==> src/rtl/sdram_wterm_pkg.sv <==
package sdram_wterm_pkg;
  // {cs_n, ras_n, cas_n, we_n}
  typedef enum logic [3:0] {
    CMD_NOP   = 4'b0111,
    CMD_WRITE = 4'b0100,
    CMD_READ  = 4'b0101,
    CMD_PRE   = 4'b0010,
    CMD_ACT   = 4'b0011
  } cmd_e;

  typedef enum logic {
    TERM_READ = 1'b0,
    TERM_PRE  = 1'b1
  } term_e;

  typedef enum logic {
    ST_IDLE = 1'b0,
    ST_GAP  = 1'b1
  } seq_state_e;
endpackage

==> src/rtl/sdram_wterm_timer.sv <==
module sdram_wterm_timer #(
  parameter int NB      = 4,
  parameter int TRP_CYC = 3
) (
  input  logic          clk_i,
  input  logic          rst_ni,
  input  logic [NB-1:0] load_i,
  output logic [NB-1:0] busy_o,
  output logic [NB-1:0] done_o
);
  localparam int CW = $clog2(TRP_CYC + 1);
  localparam logic [CW-1:0] LOADV = CW'(TRP_CYC);
  localparam logic [CW-1:0] ONE   = CW'(1);

  for (genvar b = 0; b < NB; b++) begin : g_bank
    logic [CW-1:0] cnt_q;
    logic          done_q;

    always_ff @(posedge clk_i or negedge rst_ni) begin
      if (!rst_ni) begin
        cnt_q  <= '0;
        done_q <= 1'b0;
      end else begin
        done_q <= (cnt_q == ONE);
        if (load_i[b])          cnt_q <= LOADV;
        else if (cnt_q != '0)   cnt_q <= cnt_q - ONE;
      end
    end

    assign busy_o[b] = (cnt_q != '0);
    assign done_o[b] = done_q;
  end
endmodule

==> src/rtl/sdram_wterm_admit.sv <==
module sdram_wterm_admit #(
  parameter int NB     = 4,
  parameter int BANK_W = 2,
  parameter int TWR_NS = 15
) (
  input  logic              idle_i,
  input  logic [NB-1:0]     busy_i,
  input  logic              kind_i,
  input  logic [BANK_W-1:0] bank_i,
  input  logic              all_i,
  input  logic              ap_i,
  input  logic [7:0]        tclk_ns_i,
  output logic              ready_o,
  output logic              slow_o
);
  import sdram_wterm_pkg::*;

  logic is_pre;
  logic conflict;

  assign is_pre = (kind_i == TERM_PRE);
  assign slow_o = (tclk_ns_i >= 8'(TWR_NS));

  always_comb begin
    if (is_pre && all_i) conflict = |busy_i;
    else                 conflict = busy_i[bank_i];
  end

  // precharge is not legal when the burst already auto-precharges
  assign ready_o = idle_i && !conflict && !(is_pre && ap_i);
endmodule

==> src/rtl/sdram_wterm_seq.sv <==
module sdram_wterm_seq #(
  parameter int NB     = 4,
  parameter int BANK_W = 2,
  parameter int COL_W  = 9,
  parameter int ADDR_W = 13,
  parameter int AP_BIT = 10
) (
  input  logic              clk_i,
  input  logic              rst_ni,
  input  logic              accept_i,
  input  logic              kind_i,
  input  logic [BANK_W-1:0] bank_i,
  input  logic [COL_W-1:0]  col_i,
  input  logic              all_i,
  input  logic              bl2_i,
  input  logic              slow_i,
  output logic              idle_o,
  output logic [3:0]        cmd_o,
  output logic [BANK_W-1:0] bank_o,
  output logic [ADDR_W-1:0] addr_o,
  output logic              dqm_o,
  output logic [NB-1:0]     load_o
);
  import sdram_wterm_pkg::*;

  seq_state_e        st_q;
  logic [BANK_W-1:0] h_bank_q;
  logic              h_all_q;
  logic              h_mask_q;
  logic              pre_fire;
  logic [BANK_W-1:0] pre_bank;
  logic              pre_all;

  function automatic logic [ADDR_W-1:0] pre_addr(input logic all);
    logic [ADDR_W-1:0] a;
    a = '0;
    a[AP_BIT] = all;
    return a;
  endfunction

  function automatic logic [ADDR_W-1:0] rd_addr(input logic [COL_W-1:0] c);
    logic [ADDR_W-1:0] a;
    a = ADDR_W'(c);
    a[AP_BIT] = 1'b0;
    return a;
  endfunction

  assign idle_o = (st_q == ST_IDLE);

  always_comb begin
    pre_fire = 1'b0;
    pre_bank = bank_i;
    pre_all  = all_i;
    if (st_q == ST_GAP) begin
      pre_fire = 1'b1;
      pre_bank = h_bank_q;
      pre_all  = h_all_q;
    end else if (accept_i && kind_i == TERM_PRE && slow_i) begin
      pre_fire = 1'b1;
    end
  end

  for (genvar b = 0; b < NB; b++) begin : g_load
    assign load_o[b] = pre_fire && (pre_all || pre_bank == BANK_W'(b));
  end

  always_ff @(posedge clk_i or negedge rst_ni) begin
    if (!rst_ni) begin
      st_q     <= ST_IDLE;
      cmd_o    <= CMD_NOP;
      bank_o   <= '0;
      addr_o   <= '0;
      dqm_o    <= 1'b0;
      h_bank_q <= '0;
      h_all_q  <= 1'b0;
      h_mask_q <= 1'b0;
    end else begin
      cmd_o  <= CMD_NOP;
      addr_o <= '0;
      dqm_o  <= 1'b0;
      unique case (st_q)
        ST_IDLE: begin
          if (accept_i) begin
            bank_o <= bank_i;
            if (kind_i == TERM_READ) begin
              cmd_o  <= CMD_READ;
              addr_o <= rd_addr(col_i);
            end else if (slow_i) begin
              cmd_o  <= CMD_PRE;
              addr_o <= pre_addr(all_i);
              dqm_o  <= !bl2_i;
            end else begin
              // extra recovery clock, mask held over it
              dqm_o    <= !bl2_i;
              h_bank_q <= bank_i;
              h_all_q  <= all_i;
              h_mask_q <= !bl2_i;
              st_q     <= ST_GAP;
            end
          end
        end
        ST_GAP: begin
          cmd_o  <= CMD_PRE;
          bank_o <= h_bank_q;
          addr_o <= pre_addr(h_all_q);
          dqm_o  <= h_mask_q;
          st_q   <= ST_IDLE;
        end
        default: st_q <= ST_IDLE;
      endcase
    end
  end
endmodule

==> src/rtl/sdram_wterm_top.sv <==
module sdram_wterm_top #(
  parameter int NB      = 4,
  parameter int BANK_W  = $clog2(NB),
  parameter int COL_W   = 9,
  parameter int ADDR_W  = 13,
  parameter int AP_BIT  = 10,
  parameter int TWR_NS  = 15,
  parameter int TRP_CYC = 3
) (
  input  logic              clk_i,
  input  logic              rst_ni,
  input  logic              req_valid_i,
  output logic              req_ready_o,
  input  logic              req_kind_i,
  input  logic [BANK_W-1:0] req_bank_i,
  input  logic [COL_W-1:0]  req_col_i,
  input  logic              req_all_i,
  input  logic              req_ap_i,
  input  logic              req_bl2_i,
  input  logic [7:0]        tclk_ns_i,
  output logic [3:0]        cmd_o,
  output logic [BANK_W-1:0] bank_o,
  output logic [ADDR_W-1:0] addr_o,
  output logic              dqm_o,
  output logic [NB-1:0]     done_o
);
  logic          idle;
  logic          slow;
  logic          accept;
  logic [NB-1:0] busy;
  logic [NB-1:0] load;

  assign accept = req_valid_i && req_ready_o;

  sdram_wterm_admit #(
    .NB(NB), .BANK_W(BANK_W), .TWR_NS(TWR_NS)
  ) u_admit (
    .idle_i   (idle),
    .busy_i   (busy),
    .kind_i   (req_kind_i),
    .bank_i   (req_bank_i),
    .all_i    (req_all_i),
    .ap_i     (req_ap_i),
    .tclk_ns_i(tclk_ns_i),
    .ready_o  (req_ready_o),
    .slow_o   (slow)
  );

  sdram_wterm_seq #(
    .NB(NB), .BANK_W(BANK_W), .COL_W(COL_W), .ADDR_W(ADDR_W), .AP_BIT(AP_BIT)
  ) u_seq (
    .clk_i   (clk_i),
    .rst_ni  (rst_ni),
    .accept_i(accept),
    .kind_i  (req_kind_i),
    .bank_i  (req_bank_i),
    .col_i   (req_col_i),
    .all_i   (req_all_i),
    .bl2_i   (req_bl2_i),
    .slow_i  (slow),
    .idle_o  (idle),
    .cmd_o   (cmd_o),
    .bank_o  (bank_o),
    .addr_o  (addr_o),
    .dqm_o   (dqm_o),
    .load_o  (load)
  );

  sdram_wterm_timer #(
    .NB(NB), .TRP_CYC(TRP_CYC)
  ) u_timer (
    .clk_i (clk_i),
    .rst_ni(rst_ni),
    .load_i(load),
    .busy_o(busy),
    .done_o(done_o)
  );
endmodule

==> config.mk <==
export PLATFORM = sky130hd
export DESIGN_NAME = sdram_wterm_top
export DESIGN_NICKNAME = d
export VERILOG_FILES = /design/src/rtl/sdram_wterm_pkg.sv /design/src/rtl/sdram_wterm_timer.sv /design/src/rtl/sdram_wterm_admit.sv /design/src/rtl/sdram_wterm_seq.sv /design/src/rtl/sdram_wterm_top.sv
export SDC_FILE = /design/constraint.sdc
export NUM_CORES = 1
export LEC_CHECK = 0
export ABC_AREA = 1
export BUFFER_PORTS_ARGS = -buffer_cell sky130_fd_sc_hd__buf_4
export CAP_MARGIN = 20
export CORE_ASPECT_RATIO = 0.8
export CORE_MARGIN = 4
export CORE_UTILIZATION = 53
export CTS_CLUSTER_DIAMETER = 100
export CTS_CLUSTER_SIZE = 16
export DETAILED_ROUTE_END_ITERATION = 16
export PLACE_DENSITY = 0.81
export SLEW_MARGIN = 20
export SYNTH_ARGS = -nofsm -noshare
export SYNTH_HDL_FRONTEND = slang
export SYNTH_SLANG_ARGS = --single-unit
==> constraint.sdc <==
create_clock -name clk_i -period 2.4 [get_ports clk_i]
set_clock_uncertainty 0.2 [all_clocks]
set_input_delay 0.48 -clock clk_i [delete_from_list [all_inputs] [get_ports clk_i]]
set_output_delay 0.48 -clock clk_i [all_outputs]
set_load 0.1 [all_outputs]
======== Word-level counts from Yosys, hierarchy flattened ========
Cells that the tools add are included.
cells by class
  $add $sub $neg .......................... 4
  $lt $le $gt $ge ......................... 2
  eq/ne operators ......................... 8
  multiplexer cells ....................... 32
  bitwise gates (word level) .............. 2
  reductions and logical operators ........ 29
operators by type and width
  kind                                                        count
  two-way mux 13 bit                                          2
  case mux 13 bit (2 select lines)                            1
  two-way mux 2 bit                                           10
  nonzero test 2 bit                                          8
  logical AND 1 bit                                           11
  two-way mux 11 bit                                          1
  == test 2 x 1 -> 1 bit, second input constant               5
  two-way mux 1 bit                                           10
  >= comparator 8 x 4 -> 1 bit, second input constant         1
  two-way mux 4 bit                                           2
  case mux 4 bit (2 select lines)                             1
  subtractor 2 x 1 -> 2 bit, second input constant            4
  == test 2 bit, second input constant                        2
  logical OR 1 bit                                            4
  case mux 1 bit (2 select lines)                             2
  case mux 2 bit (2 select lines)                             1
  AND reduction 4 bit                                         1
  OR reduction 4 bit                                          1
  zero test 1 bit                                             3
  less-than comparator 2 x 3 -> 1 bit, second input constant  1
  two-way mux 3 bit                                           1
  binary-select mux 1 bit (select 2 bit)                      1
  zero test 2 bit                                             1
  != test 2 x 1 -> 1 bit, second input constant               1
  inverter 1 bit                                              2
storage, ports and cells
  bits in registers ....................... 37
  output and inout port bits .............. 25

======== Longest topological paths before layout ========
  depth in word-level cells ............... 14
  mapped depth ............................ 10

======== By module ========
Synthesis repeated with hierarchy kept, for this count alone.
second synthesis, totals
  cell total of the unflattened synthesis .. 201
  area, all modules ....................... 1,629.1 um2
by module, submodules not included
  module             times used  cells each  area an instance (um2)  sequential area each (um2)
  sdram_wterm_seq    1           105         903.4                   503.0
  sdram_wterm_timer  1           68          610.6                   300.3
  sdram_wterm_admit  1           26          107.6                   0.0
  sdram_wterm_top    1           2           7.5                     0.0

======== Worst setup path before layout ========
No wires, ideal clock.
  path kind ............................... register to output
  from .................................... register u_timer.g_bank[3].cnt_q[0]
  to ...................................... output req_ready_o
  arrival time ............................ 1.495 ns
  data required time ...................... 1.720 ns
  setup slack ............................. 0.225 ns
  cell stages (with the launch flop) ...... 7
  path buffers ............................ 0
  cells stage by stage .................... dfrtp_1 > inv_1 > ha_1 > nand2_1 > o21ai_1 > nand2_1 > nor2_4
on the way
  word-level cells in the longest chain between the ends .. 7
  elaborated cells between the ends (all ways) .. 8
RTL lines
  what                                     RTL line                 source
  start, declared                          sdram_wterm_timer.sv:16  logic [CW-1:0] cnt_q;
  start signal, assigned                   sdram_wterm_timer.sv:26  else if (cnt_q != '0) cnt_q <= cnt_q - ONE;
  nonzero test 2 bit *                     sdram_wterm_timer.sv:30  assign busy_o[b] = (cnt_q != '0);
  binary-select mux 1 bit (select 2 bit)   sdram_wterm_admit.sv:26  else conflict = busy_i[bank_i];
  two-way mux 1 bit (implied by the code)  sdram_wterm_admit.sv:26
  two-way mux 1 bit *                      sdram_wterm_admit.sv:25  if (is_pre && all_i) conflict = |busy_i;
  zero test 1 bit *                        sdram_wterm_admit.sv:30  assign ready_o = idle_i && !conflict && !(is_pre && ap_i);
  logical AND 1 bit * (2 in series)        sdram_wterm_admit.sv:30
  end, declared                            sdram_wterm_top.sv:13    output logic req_ready_o,
Mark *: on every way between the ends. The rest lies on a longest branch, timed or not. The select of a mux whose other input is x is not followed.

======== Final worst setup path ========
  from .................................... register u_timer.g_bank[2].cnt_q[0]
  to ...................................... output req_ready_o
on the way
  word-level cells in the longest chain between the ends .. 7
  elaborated cells between the ends (all ways) .. 8
RTL lines
  what                                     RTL line
  start, declared                          sdram_wterm_timer.sv:16
  start signal, assigned                   sdram_wterm_timer.sv:26
  nonzero test 2 bit *                     sdram_wterm_timer.sv:30
  binary-select mux 1 bit (select 2 bit)   sdram_wterm_admit.sv:26
  two-way mux 1 bit (implied by the code)  sdram_wterm_admit.sv:26
  two-way mux 1 bit *                      sdram_wterm_admit.sv:25
  zero test 1 bit *                        sdram_wterm_admit.sv:30
  logical AND 1 bit * (2 in series)        sdram_wterm_admit.sv:30
Marks and branches as above.

==> results_dict.tcl <==
set metrics [dict create \
    stdcell_count 261 \
    drive_gt1_frac 0.3498 \
    die_w_um 68.35 \
    hold_viol_final 0 \
    internal_power_mw 1.300 \
    worstPathRequired_ns 1.72 \
    drc 0 \
    synth_area_um2 1544 \
    grt-ovfl-total 0 \
    synth_top_area_frac 0.4862 \
    synthXorXnorAreaFrac 0.02269 \
    arrival_ns 1.65 \
    p_switching_mw 1.132 \
    path_clk_slew_ns 0.11 \
    grt_pass1_wl_um 5326 \
    ff2ff_setup_slack_ns 0.48 \
    whs_ns 0.1414 \
    crit_path_start "u_timer.g_bank[2].cnt_q[0]" \
    row_count 17 \
    cts_buffers 5 \
    min_period_ns 2.330 \
    met2_usage 0.3063 \
    path_max_fanout 5 \
    worstRegToRegCells 11 \
    finalInstanceArea_um2 2048 \
    critPathCaptureType "primary output" \
    tritoncts "done" \
    first_pass_iters 4 \
    clk_latency_ns 0.35 \
    gr-max-usage-layer "met2" \
    max_freq_mhz 429.2 \
    hpwl_um 2346 \
    boundaryPins 51 \
    slew_viol_final 0 \
    swShare 0.4655 \
    floorplan.initialDensity 0.5584 \
    met1_usage 0.2312 \
    cts_max_path_buffers 2 \
    root_buffer "clkbuf_4" \
    muxShareOfSynthArea 0 \
    setup_viol 0 \
    nNetsFinal 256 \
    path_class "flop to primary output" \
    synth-seq-area-share 0.5203 \
    maxCapViolCount 0 \
    clock_sinks 32 \
    syn_to_final_growth_pct 32.66 \
    startpoint_type "flop" \
    ir_worst_vdd_uv 711.0 \
    gr-usage-met3 0.07200 \
    grt_max_degree 33 \
    status "complete, no violations" \
    wirelength_um 3396 \
    powerDensity_nw_per_um2 1188 \
    grt_usage 0.1909 \
    synth-seq-cells 32 \
    combPwrFrac 0.516 \
    r2r-start "u_timer.g_bank[2].cnt_q[0]" \
    finalWeightedCongestion 0.8909 \
    viasPerCell 4.713 \
    yosys.area_share.simple 0.2245 \
    placed_area_um2 1873 \
    reg2reg_to "u_timer.g_bank[3].cnt_q[0]" \
    portBuffers 46 \
    ant_nets 0 \
    power_frac_seq 0.312 \
    crit_path_end "req_ready_o" \
    synthAdderAreaFrac 0.06483 \
    min_period_over_period 0.9708 \
    syn_avg_cell_area_um2 8.977 \
    dieArea_um2 3846 \
    synth_compound_area_frac 0.06321 \
    yosys_warnings 0 \
    p_leak_nw 1.095 \
    netlist_top_cells_area "dfrtp_1 (49%), nand2_1 (11%), ha_1 (6.5%)" \
    yosysTopAreaCell "dfrtp_1" \
    wl_per_cell_um 13.01 \
    fin_util 0.7407 \
    first_iter_violations 49 \
    coreArea_um2 2765 \
    synth_cell_types 26 \
    synth_top_family_by_area "simple AND/OR/NAND/NOR gates" \
    hold_depth 3 \
    syn_inst 172 \
    vias 1230 \
    hp-class "input pin to flop" \
    finalPower_mw 2.432 \
    grt_pass1_vias 1200 \
    die_h_um 56.28 \
    clkPwrFrac 0.171 \
    antenna_cells 0 \
    dp.cells 249 \
    cts.htree.levels 2 \
    antenna_found_initial 0 \
]
==> placed cells by master (no fill, tap or decap) <==
master / netlist / layout
nor2_4: 1 / 1
nand2_2: 1 / 1
ha_4: 0 / 4
bufinv_16: 0 / 1
dfstp_2: 2 / 2
ha_1: 8 / 4
clkinv_2: 0 / 1
clkbuf_4: 0 / 5
inv_1: 17 / 15
nor3_1: 1 / 1
nand3_2: 1 / 1
nor2_1: 19 / 19
nor2_2: 1 / 1
nand3_1: 4 / 4
a21oi_1: 5 / 5
dfrtp_1: 30 / 30
xor2_1: 4 / 4
o21ai_0: 7 / 7
or2_1: 2 / 2
or2_2: 1 / 1
inv_2: 3 / 5
conb_1: 1 / 4
buf_4: 9 / 49
buf_12: 0 / 1
nand3_4: 1 / 1
o21ai_2: 2 / 2
clkinvlp_4: 0 / 1
nand2_4: 1 / 1
dlygate4sd3_1: 0 / 1
o21ai_1: 4 / 4
nand2_1: 45 / 45
==> critical path, cell delays in order, from the launching register on <==
cell,delay (ns)
dfrtp_1,0.42
inv_1,0.12
ha_4,0.18
nand2_1,0.05
o21ai_1,0.12
nand2_1,0.10
nor2_4,0.12
buf_12,0.18
==> sequential cells by signal, indices dropped and copies added, names as in the netlist <==
signal                 cells
u_seq.addr_o              10
u_seq.dqm_o                1
u_seq.h_bank_q             2
u_seq.bank_o               2
u_seq.cmd_o                2
u_timer.g_bank.done_q      4
u_seq.h_mask_q             1
u_timer.g_bank.cnt_q       8
u_seq.h_all_q              1
u_seq.st_q                 1
==> repair_timing <==
| item | in CTS | in global routing |
|---|---|---|
| hold endpoints to repair | 30 | 0 |
| gates resized for setup | 3 | 10 |
| cloned | 0 | 0 |
| pin swaps | 0 | 0 |
| setup endpoints to repair | 1 | 1 |
| hold buffers | 1 | 0 |
| setup buffers | 0 | 3 |
==> metrics by stage <==
| step | TNS (ns) | setup WS [ns] |
|---|---|---|
| CTS | 0 | 0.0008038 |
| detailed placement | 0 | 0.3056 |
| floorplan | 0 | 0.2248 |
| global route | -0.01691 | -0.01691 |
| finish | 0 | 0.07015 |
| global placement | 0 | 0.3542 |
==> worst min path at each step <==
| stage | from | end | slack [ns] |
|---|---|---|---|
| after floorplan | rst_ni | u_seq.addr_o[0] | -0.02 |
| after global placement | rst_ni | u_timer.g_bank[3].cnt_q[0] | 0.23 |
| after detailed placement | rst_ni | u_timer.g_bank[3].cnt_q[1] | 0.24 |
| after CTS | req_col_i[3] | u_seq.addr_o[3] | 0.14 |
| after global routing | req_col_i[2] | u_seq.addr_o[2] | 0.12 |
| final | req_col_i[3] | u_seq.addr_o[3] | 0.14 |
==> synthesized netlist by cell type <==
master     n
nor2_2     1
nor2_1    19
buf_6      1
nand2_4    1
nand2_2    1
nor2_4     1
o21ai_1    4
o21ai_2    2
nand3_1    4
conb_1     1
inv_1     17
dfstp_2    2
a21oi_1    5
nand2_1   45
ha_1       8
inv_2      3
or2_1      2
buf_4      9
nand3_4    1
nor3_1     1
o21ai_0    7
or2_2      1
xor2_1     4
clkbuf_1   1
dfrtp_1   30
nand3_2    1
==> power groups by stage <==
stage                     logic (mW)  registers (mW)  clock network (mW)
after CTS                       1.10           0.759               0.419
final                           1.26           0.760               0.416
after global placement          1.04           0.756                   0
after floorplan                0.709           0.943                   0
after detailed placement        1.08           0.770                   0
after global routing            1.36           0.771               0.459
==> routing by layer <==
metal / up-vias / wire length [um]
met5: - / 0
met1: 574 / 1386
met3: 5 / 227
met4: 0 / 40
li1: 612 / -
met2: 39 / 1742
==> area by class of cell <==
class | count | area (um2)
repair buffers | 51 | 397.9
flip-flops and latches | 32 | 803.3
clock inverters | 3 | 42.54
multi-input cells | 112 | 644.4
clock buffers | 5 | 37.54
fillers | 208 | 716.9
well taps | 38 | 47.55
inverters | 20 | 75.07
==> kinds of logic after synthesis <==
family / Yosys count
AND/OR/NAND/NOR: 78
buffers and inverters: 31
AO/OA/AOI/OAI: 18
flip-flops: 32
other: 1
XOR/XNOR: 4
adder cells (fa/ha/maj): 8
No activity file was read; power rests on OpenSTA's default activity.
